--- src/rtl/svm_loc_pkg.sv ---
package svm_loc_pkg;

  localparam int TRI_W = 4;

  typedef struct packed {
    logic             err;
    logic [TRI_W-1:0] num;
  } tri_res_t;

  // round(sqrt(3) * 2^frac), computed bitwise
  function automatic longint sqrt3_fixed(int frac);
    longint x;
    longint r;
    x = longint'(3) << (2 * frac);
    r = 0;
    for (int bt = 24; bt >= 0; bt--) begin
      longint t;
      t = r | (longint'(1) << bt);
      if (t * t <= x) r = t;
    end
    if ((2 * r + 1) * (2 * r + 1) < 4 * x) r = r + 1;
    return r;
  endfunction

  // round(sq3 * num / den) in the same scaling as sq3
  function automatic longint grid_thr(longint sq3, int num, int den);
    return (sq3 * longint'(num) + longint'(den / 2)) / longint'(den);
  endfunction

endpackage

--- src/rtl/svm_loc_terms.sv ---
module svm_loc_terms #(
  parameter int LEVELS = 4,
  parameter int DW     = 16,
  parameter int FRAC   = 10,
  localparam int NH    = LEVELS - 2,
  localparam int NB    = LEVELS - 1,
  localparam int NA    = LEVELS - 2
) (
  input  logic                 clk,
  input  logic                 rst,
  input  logic                 in_valid,
  input  logic signed [DW-1:0] in_vd,
  input  logic signed [DW-1:0] in_vq,
  output logic                 s_valid,
  output logic [NH-1:0]        h_neg,
  output logic [NB-1:0]        b_neg,
  output logic [NA-1:0]        a_neg
);
  localparam int     PW  = DW + FRAC + 2;
  localparam int     WW  = DW + 3;
  localparam longint SQ3 = svm_loc_pkg::sqrt3_fixed(FRAC);

  logic signed [PW-1:0] vd_x, sq3_x, prod;
  logic signed [WW-1:0] root_vd, vq_x, term_a, term_b;
  logic [NH-1:0] h_nxt;
  logic [NB-1:0] b_nxt;
  logic [NA-1:0] a_nxt;

  assign vd_x    = PW'(in_vd);
  assign sq3_x   = PW'(SQ3);
  assign prod    = vd_x * sq3_x;
  assign root_vd = WW'(prod >>> FRAC);
  assign vq_x    = WW'(in_vq);
  assign term_a  = vq_x - root_vd;
  assign term_b  = vq_x + root_vd;

  // horizontal lines at i*sqrt3/(2(L-1)), i = 1..L-2
  for (genvar i = 0; i < NH; i++) begin : g_h
    localparam logic signed [WW-1:0] K = WW'(svm_loc_pkg::grid_thr(SQ3, i + 1, 2 * (LEVELS - 1)));
    logic signed [WW-1:0] d;
    assign d        = vq_x - K;
    assign h_nxt[i] = d[WW-1];
  end

  // rising lines B = i*sqrt3/(L-1), i = 1..L-1 (last one is the outer edge)
  for (genvar i = 0; i < NB; i++) begin : g_b
    localparam logic signed [WW-1:0] K = WW'(svm_loc_pkg::grid_thr(SQ3, i + 1, LEVELS - 1));
    logic signed [WW-1:0] d;
    assign d        = term_b - K;
    assign b_nxt[i] = d[WW-1];
  end

  // falling lines A = -i*sqrt3/(L-1), i = 1..L-2
  for (genvar i = 0; i < NA; i++) begin : g_a
    localparam logic signed [WW-1:0] K = WW'(svm_loc_pkg::grid_thr(SQ3, i + 1, LEVELS - 1));
    logic signed [WW-1:0] d;
    assign d        = term_a + K;
    assign a_nxt[i] = d[WW-1];
  end

  always_ff @(posedge clk) begin
    if (rst) s_valid <= 1'b0;
    else     s_valid <= in_valid;
  end

  always_ff @(posedge clk) begin
    if (in_valid) begin
      h_neg <= h_nxt;
      b_neg <= b_nxt;
      a_neg <= a_nxt;
    end
  end

endmodule

--- src/rtl/svm_loc_decode.sv ---
module svm_loc_decode #(
  parameter int LEVELS = 4,
  localparam int NH    = LEVELS - 2,
  localparam int NB    = LEVELS - 1,
  localparam int NA    = LEVELS - 2,
  localparam int TW    = svm_loc_pkg::TRI_W
) (
  input  logic          clk,
  input  logic          rst,
  input  logic          s_valid,
  input  logic [NH-1:0] h_neg,
  input  logic [NB-1:0] b_neg,
  input  logic [NA-1:0] a_neg,
  output logic          out_valid,
  output logic [TW-1:0] out_tri,
  output logic          out_err
);
  svm_loc_pkg::tri_res_t res_nxt;

  if (LEVELS == 3) begin : g_l3
    logic h1, a1, b1, b2;
    assign h1 = h_neg[0];
    assign a1 = a_neg[0];
    assign b1 = b_neg[0];
    assign b2 = b_neg[1];
    always_comb begin
      res_nxt.err = 1'b0;
      if (a1 && b2)                    res_nxt.num = TW'(1);
      else if ((h1 ^ a1) && (h1 ^ b1)) res_nxt.num = TW'(2);
      else if (!h1 && b2)              res_nxt.num = TW'(3);
      else                             res_nxt.num = TW'(4);
    end
  end else if (LEVELS == 4) begin : g_l4
    logic h1, h2, a1, a2, b1, b2, b3;
    assign h1 = h_neg[0];
    assign h2 = h_neg[1];
    assign a1 = a_neg[0];
    assign a2 = a_neg[1];
    assign b1 = b_neg[0];
    assign b2 = b_neg[1];
    assign b3 = b_neg[2];
    always_comb begin
      res_nxt.err = 1'b0;
      if (b3 && a2)                    res_nxt.num = TW'(1);
      else if ((h1 ^ a2) && (h1 ^ b2)) res_nxt.num = TW'(2);
      else if ((h1 ^ b3) && (h1 ^ a1)) res_nxt.num = TW'(3);
      else if ((h2 ^ b2) && (h2 ^ a1)) res_nxt.num = TW'(4);
      else if (!h2 && b3)              res_nxt.num = TW'(5);
      else if (b2 && a1)               res_nxt.num = TW'(6);
      else if ((h1 ^ b1) && (h1 ^ a1)) res_nxt.num = TW'(7);
      else if (h1 && b2)               res_nxt.num = TW'(8);
      else if (b3)                     res_nxt.num = TW'(9);
      else begin
        res_nxt.num = '0;
        res_nxt.err = 1'b1;
      end
    end
  end else begin : g_unsupported
    $error("svm_loc_decode: LEVELS must be 3 or 4");
    assign res_nxt = '{err: 1'b1, num: '0};
  end

  always_ff @(posedge clk) begin
    if (rst) begin
      out_valid <= 1'b0;
      out_tri   <= '0;
      out_err   <= 1'b0;
    end else begin
      out_valid <= s_valid;
      if (s_valid) begin
        out_tri <= res_nxt.num;
        out_err <= res_nxt.err;
      end
    end
  end

endmodule

--- src/rtl/svm_tri_locator.sv ---
module svm_tri_locator #(
  parameter int LEVELS = 4,
  parameter int DW     = 16,
  parameter int FRAC   = 10
) (
  input  logic                 clk,
  input  logic                 rst,
  input  logic                 in_valid,
  input  logic signed [DW-1:0] in_vd,
  input  logic signed [DW-1:0] in_vq,
  output logic                 out_valid,
  output logic [3:0]           out_tri,
  output logic                 out_err
);
  localparam int NH = LEVELS - 2;
  localparam int NB = LEVELS - 1;
  localparam int NA = LEVELS - 2;

  logic          s_valid;
  logic [NH-1:0] h_neg;
  logic [NB-1:0] b_neg;
  logic [NA-1:0] a_neg;

  svm_loc_terms #(.LEVELS(LEVELS), .DW(DW), .FRAC(FRAC)) u_terms (
    .clk      (clk),
    .rst      (rst),
    .in_valid (in_valid),
    .in_vd    (in_vd),
    .in_vq    (in_vq),
    .s_valid  (s_valid),
    .h_neg    (h_neg),
    .b_neg    (b_neg),
    .a_neg    (a_neg)
  );

  svm_loc_decode #(.LEVELS(LEVELS)) u_decode (
    .clk       (clk),
    .rst       (rst),
    .s_valid   (s_valid),
    .h_neg     (h_neg),
    .b_neg     (b_neg),
    .a_neg     (a_neg),
    .out_valid (out_valid),
    .out_tri   (out_tri),
    .out_err   (out_err)
  );

endmodule

--- config.mk ---
export PLATFORM = sky130hd
export DESIGN_NAME = svm_tri_locator
export DESIGN_NICKNAME = d
export VERILOG_FILES = /design/src/rtl/svm_loc_pkg.sv /design/src/rtl/svm_loc_terms.sv /design/src/rtl/svm_loc_decode.sv /design/src/rtl/svm_tri_locator.sv
export SDC_FILE = /design/constraint.sdc
export NUM_CORES = 1
export LEC_CHECK = 0
export BUFFER_PORTS_ARGS = -buffer_cell sky130_fd_sc_hd__buf_4
export CAP_MARGIN = 40
export CORE_MARGIN = 10
export CORE_UTILIZATION = 29
export CTS_BUF_LIST = sky130_fd_sc_hd__clkbuf_4
export DETAILED_ROUTE_END_ITERATION = 16
export PLACE_DENSITY = 0.47
export SLEW_MARGIN = 20
export SYNTH_ARGS = -nofsm -noshare
export SYNTH_HDL_FRONTEND = slang
export SYNTH_SLANG_ARGS = --single-unit
--- constraint.sdc ---
create_clock -name clk -period 16.6 [get_ports clk]
set_input_delay 1.66 -clock clk [delete_from_list [all_inputs] [get_ports clk]]
set_output_delay 1.66 -clock clk [all_outputs]
set_load 0.03 [all_outputs]
======== Word-level counts from Yosys, hierarchy flattened ========
Index checks and enable logic that the tools add are counted.
word-level totals
  input port bits ......................... 35
  word-level logic and storage cells ...... 51
  flip-flop bits (word level) ............. 14
  output and inout bits ................... 6
cells by class
  bitwise logic cells ..................... 7
  multiply operators ...................... 1
  multiplexer cells ....................... 18
  add/sub/neg operators ................... 9
  reduce and logical (&&, ||, !) cells .... 9
operators with widths
  operator                  count
  $sub A19 B12 Y19 const B  2
  $mux W4                   9
  $mul A16 B11 Y27 const B  1
  $add A16 B18 Y19          1
  $add A19 B11 Y19 const B  1
  $add A19 B12 Y19 const B  1
  $sub A16 B18 Y19          1
  $sub A19 B11 Y19 const B  1
  $sub A16 B10 Y17 const B  1
  $sub A16 B11 Y17 const B  1
  $mux W1                   9
  $logic_and A1 B1 Y1       8
  $xor A1 B1 Y1             7
  $logic_not A1 Y1          1

======== Depth between registers and ports, before layout ========
  depth in word-level cells ............... 9
  mapped depth ............................ 30
  gate-level depth less buffers ........... 29

======== By module ========
A second synthesis with hierarchy kept.
unflattened totals
  cells, all modules ...................... 804
  area, all modules ....................... 7055.5 um^2
modules (own cells, without submodules)
  module          cells an instance  seq. area each (um^2)  instances  area an instance (um^2)
  svm_loc_terms   741                230.2                  1          6535.0
  svm_loc_decode  63                 120.1                  1          520.5

======== Worst setup path after synthesis ========
Ideal clock, no wire load.
  path kind ............................... input-to-reg
  from .................................... in in_vd[5]
  to ...................................... reg u_terms.b_neg[0], data pin
  library setup time ...................... 0.258 ns
  required time ........................... 16.342 ns
  path buffers ............................ 1
  arrival ................................. 8.179 ns
  slack ................................... 8.162 ns
  stages .................................. 29
  cells stage by stage .................... ha_1 > fa_1 > inv_1 > fa_1 > inv_1 > fa_1 > inv_1 > fa_1 > inv_1 > ha_1 > a21oi_1 > a2bb2oi_1 > nand3b_1 > a41o_1 > o31a_1 > a211oi_1 > o21ba_2 > xnor2_1 > ha_1 > clkbuf_1 > a21o_1 > a22oi_1 > o211ai_1 > nor4b_1 > mux2_2 > nand4_1 > nor4_1 > nand3b_1 > xor2_1
on the way
  cells in the longest elaborated chain, start to end .. 3
RTL lines
  what                            RTL line              RTL
  start: declaration              svm_tri_locator.sv:9  input logic signed [DW-1:0] in_vd,
  $mul A16 B11 Y27                svm_loc_terms.sv:31   assign prod = vd_x * sq3_x;
  $add A16 B18 Y19                svm_loc_terms.sv:35   assign term_b = vq_x + root_vd;
  $sub A19 B11 Y19                svm_loc_terms.sv:49   assign d = term_b - K;
  named net u_terms.g_b[0].d[18]  svm_loc_terms.sv:48   logic signed [WW-1:0] d;
  end signal: assignment          svm_loc_terms.sv:69   b_neg <= b_nxt;
  end: declaration                svm_loc_terms.sv:16   output logic [NB-1:0] b_neg,
The timed path passes the listed nets, and every way through them passes these cells.
A chain may end at the register's enable or synchronous reset.

======== Worst setup path in the final report ========
Same ends and word-level chain as after synthesis.

==> metrics.yaml <==
timing:
  fmax_mhz: 113
  tightest_slew_ns: 0.687
  worst_clock_skew_ns: 0.00614
  slew_headroom_pct: 54.1
  finalHoldViolations: 0
  tns_ns: 0
  setup_violations: 0
  finalMaxSlewViolations: 0
  period_needed_ns: 8.83
  fin_crit_sh_pct: 53.2
  grt_setup_unrepaired: "no"
worst_setup_path:
  crit_type: "in -> reg"
  critical_path.max_fanout: 9
  cp_slowest_cell: "fa_1"
  cp.arrival_ns: 8.87
  start_kind: "input pin"
  cp_slowest_stage_delay_ns: 0.53
  rr_worst_depth: 7
  worstSetupEndpointType: "flip-flop"
  cp.required_ns: 16.63
final_layout:
  drive_above_1_share_pct: 6.72
  layout.nets: 1104
  diodes: 0
  final_cell_mix: "inv_1 (198), ha_1 (134), fa_1 (86), a21oi_1 (55), nor2_1 (52)"
  syn_to_final_growth_pct: 9.75
  mostFrequentLayoutCell: "inv_1"
yosys:
  avgSynthCellArea_um2: 8.51
  async_flop_share_pct: 0
  syn_inst: 815
  synth_edf_count: 7
  yosys_register_bits: 14
  synth.cell_area_mm2: 0.00693
  synth_cell_types: 68
  ys_seq_area_share_pct: 5.05
  yosysWarnings: 0
  syn_nets: 1070
  yosys_most_used_dff: "edfxtp_1"
die:
  die_area_mm2: 0.0305
  initial_core_util_pct: 29.5
  die_height_um: 175
  io_pins: 41
  fp-row-count: 56
  fp.dieW_um: 175
  coreArea_mm2: 0.0235
cts:
  cts_tree: "built"
  ctsHoldBuffers: 0
  clk_path_buf_depth: 2
  cts_setup_buffers: 0
  cts_resized: 0
  clkTransAtPathRegs_ns: 0.09
  clock-sinks: 14
  cts_root_buffer: "clkbuf_4"
  htreeDepth: 1
  clk-insertion-delay-late_ns: 0.28
  cts_made_buffers: 3
global_route:
  globalRoute.totalOverflow: 0
  grt_max_degree: 30
  grt_usage_pct: 10.2
  grt_antenna_before_repair: 0
  grt_pass1_wl_um: 26700
  first_global_vias: 5484
run:
  maxCapViolations: 0
placement:
  place_congestion: 0.807
  hpwl_um: 14200
  portBuffers: 40
drt:
  vias: 5297
  viasPerCell: 4.54
  wl_per_cell_um: 13.4
  drtIter0Drc: 348
  routed_wl_um: 15700
  dr.pass1.iters: 6
  ant_nets: 0
  drcViolationCount: 0
hold_path:
  holdCritPathClass: "reg -> reg"
  hold-path-cell-count: 2
run_status:
  status: "finished, final reports clean"
## area by class of cell
| cell class | instances | area [um^2] |
|---|---|---|
| clock inverters | 1 | 3.75 |
| well taps | 319 | 399 |
| multi-input cells | 591 | 5780 |
| inverters | 199 | 747 |
| flip-flops and latches | 14 | 350 |
| repair buffers | 40 | 300 |
| clock buffers | 3 | 22.5 |
| fillers | 2517 | 15900 |
## layer usage
metal	global-route usage, %	part of all wire, %
met1	14.4	52
met2	17.1	45
met3	0.733	1.6
met4	1.34	1.0
met5	0	0
## path summary, 6_finish.rpt
path	start	end	slack (ns)
setup / recovery	in_vd[5]	u_terms.b_neg[0]$_DFFE_PP_	7.77
hold / removal	u_decode.out_tri[2]$_SDFFE_PP0P_	u_decode.out_tri[2]$_SDFFE_PP0P_	0.48
setup reg to reg	u_terms.a_neg[0]$_DFFE_PP_	u_decode.out_tri[0]$_SDFFE_PP0P_	14.64
hold reg to reg	u_decode.out_tri[2]$_SDFFE_PP0P_	u_decode.out_tri[2]$_SDFFE_PP0P_	0.48
## cell families (layout without fill, tap and decap cells)
kind of cell / count (synthesis) / count (layout) / synth area share [%]
AO/OA/AOI/OAI: 162 / 162 / 15.6
XOR/XNOR: 59 / 59 / 7.45
adder cells (fa/ha/maj): 220 / 220 / 49.0
buffers and inverters: 210 / 243 / 11.5
flip-flops: 14 / 14 / 5.05
multiplexers: 6 / 6 / 0.921
AND/OR/NAND/NOR: 144 / 144 / 10.4
## state kept, by name, indices dropped and copies added, names as in the netlist
name / cells
u_decode.out_valid: 1
u_terms.a_neg: 2
u_decode.out_tri: 4
u_terms.s_valid: 1
u_terms.h_neg: 2
u_decode.out_err: 1
u_terms.b_neg: 3
## critical path: cells and delay by family
family / cells / cell delay, ns
muxes: 1 / 0.20
and+or+nand+nor: 5 / 1.10
buffers and inverters: 5 / 0.33
adders and majority gates: 7 / 3.10
xor gates and xnor gates: 2 / 0.24
AOI/OAI and AO/OA: 9 / 2.23
## through the flow
step	util (%)	std cells	instance area (um^2)	setup WS, ns	hold WS [ns]
floorplan	-	815	6930	8.16	0.587
global placement	32.3	1163	7580	7.51	0.455
detailed placement	32.3	1163	7580	7.45	0.464
CTS	32.4	1167	7610	7.75	0.478
global route	32.4	1167	7610	7.22	0.515
finish	32.4	1167	7610	7.77	0.476
## synthesized netlist by cell type (6+ instances only)
| master | count | area share [%] |
|---|---|---|
| a21o_1 | 6 | 0.65 |
| a21oi_1 | 55 | 4.0 |
| a31oi_1 | 12 | 1.1 |
| clkbuf_1 | 9 | 0.49 |
| dfxtp_1 | 7 | 2.0 |
| edfxtp_1 | 7 | 3.0 |
| fa_1 | 86 | 25 |
| ha_1 | 134 | 24 |
| inv_1 | 198 | 11 |
| nand2_1 | 22 | 1.2 |
| nand2b_1 | 11 | 0.99 |
| nor2_1 | 52 | 2.8 |
| nor2b_1 | 7 | 0.63 |
| nor3_1 | 16 | 1.2 |
| nor4_1 | 8 | 0.72 |
| o21a_1 | 6 | 0.65 |
| o21ai_0 | 23 | 1.7 |
| o21bai_1 | 7 | 0.76 |
| o31ai_1 | 6 | 0.65 |
| xnor2_1 | 34 | 4.3 |
| xor2_1 | 25 | 3.2 |
Power is left out: the tool's default activity adds up to more than one toggle a clock period on the data nets, which glitch-free logic cannot reach.
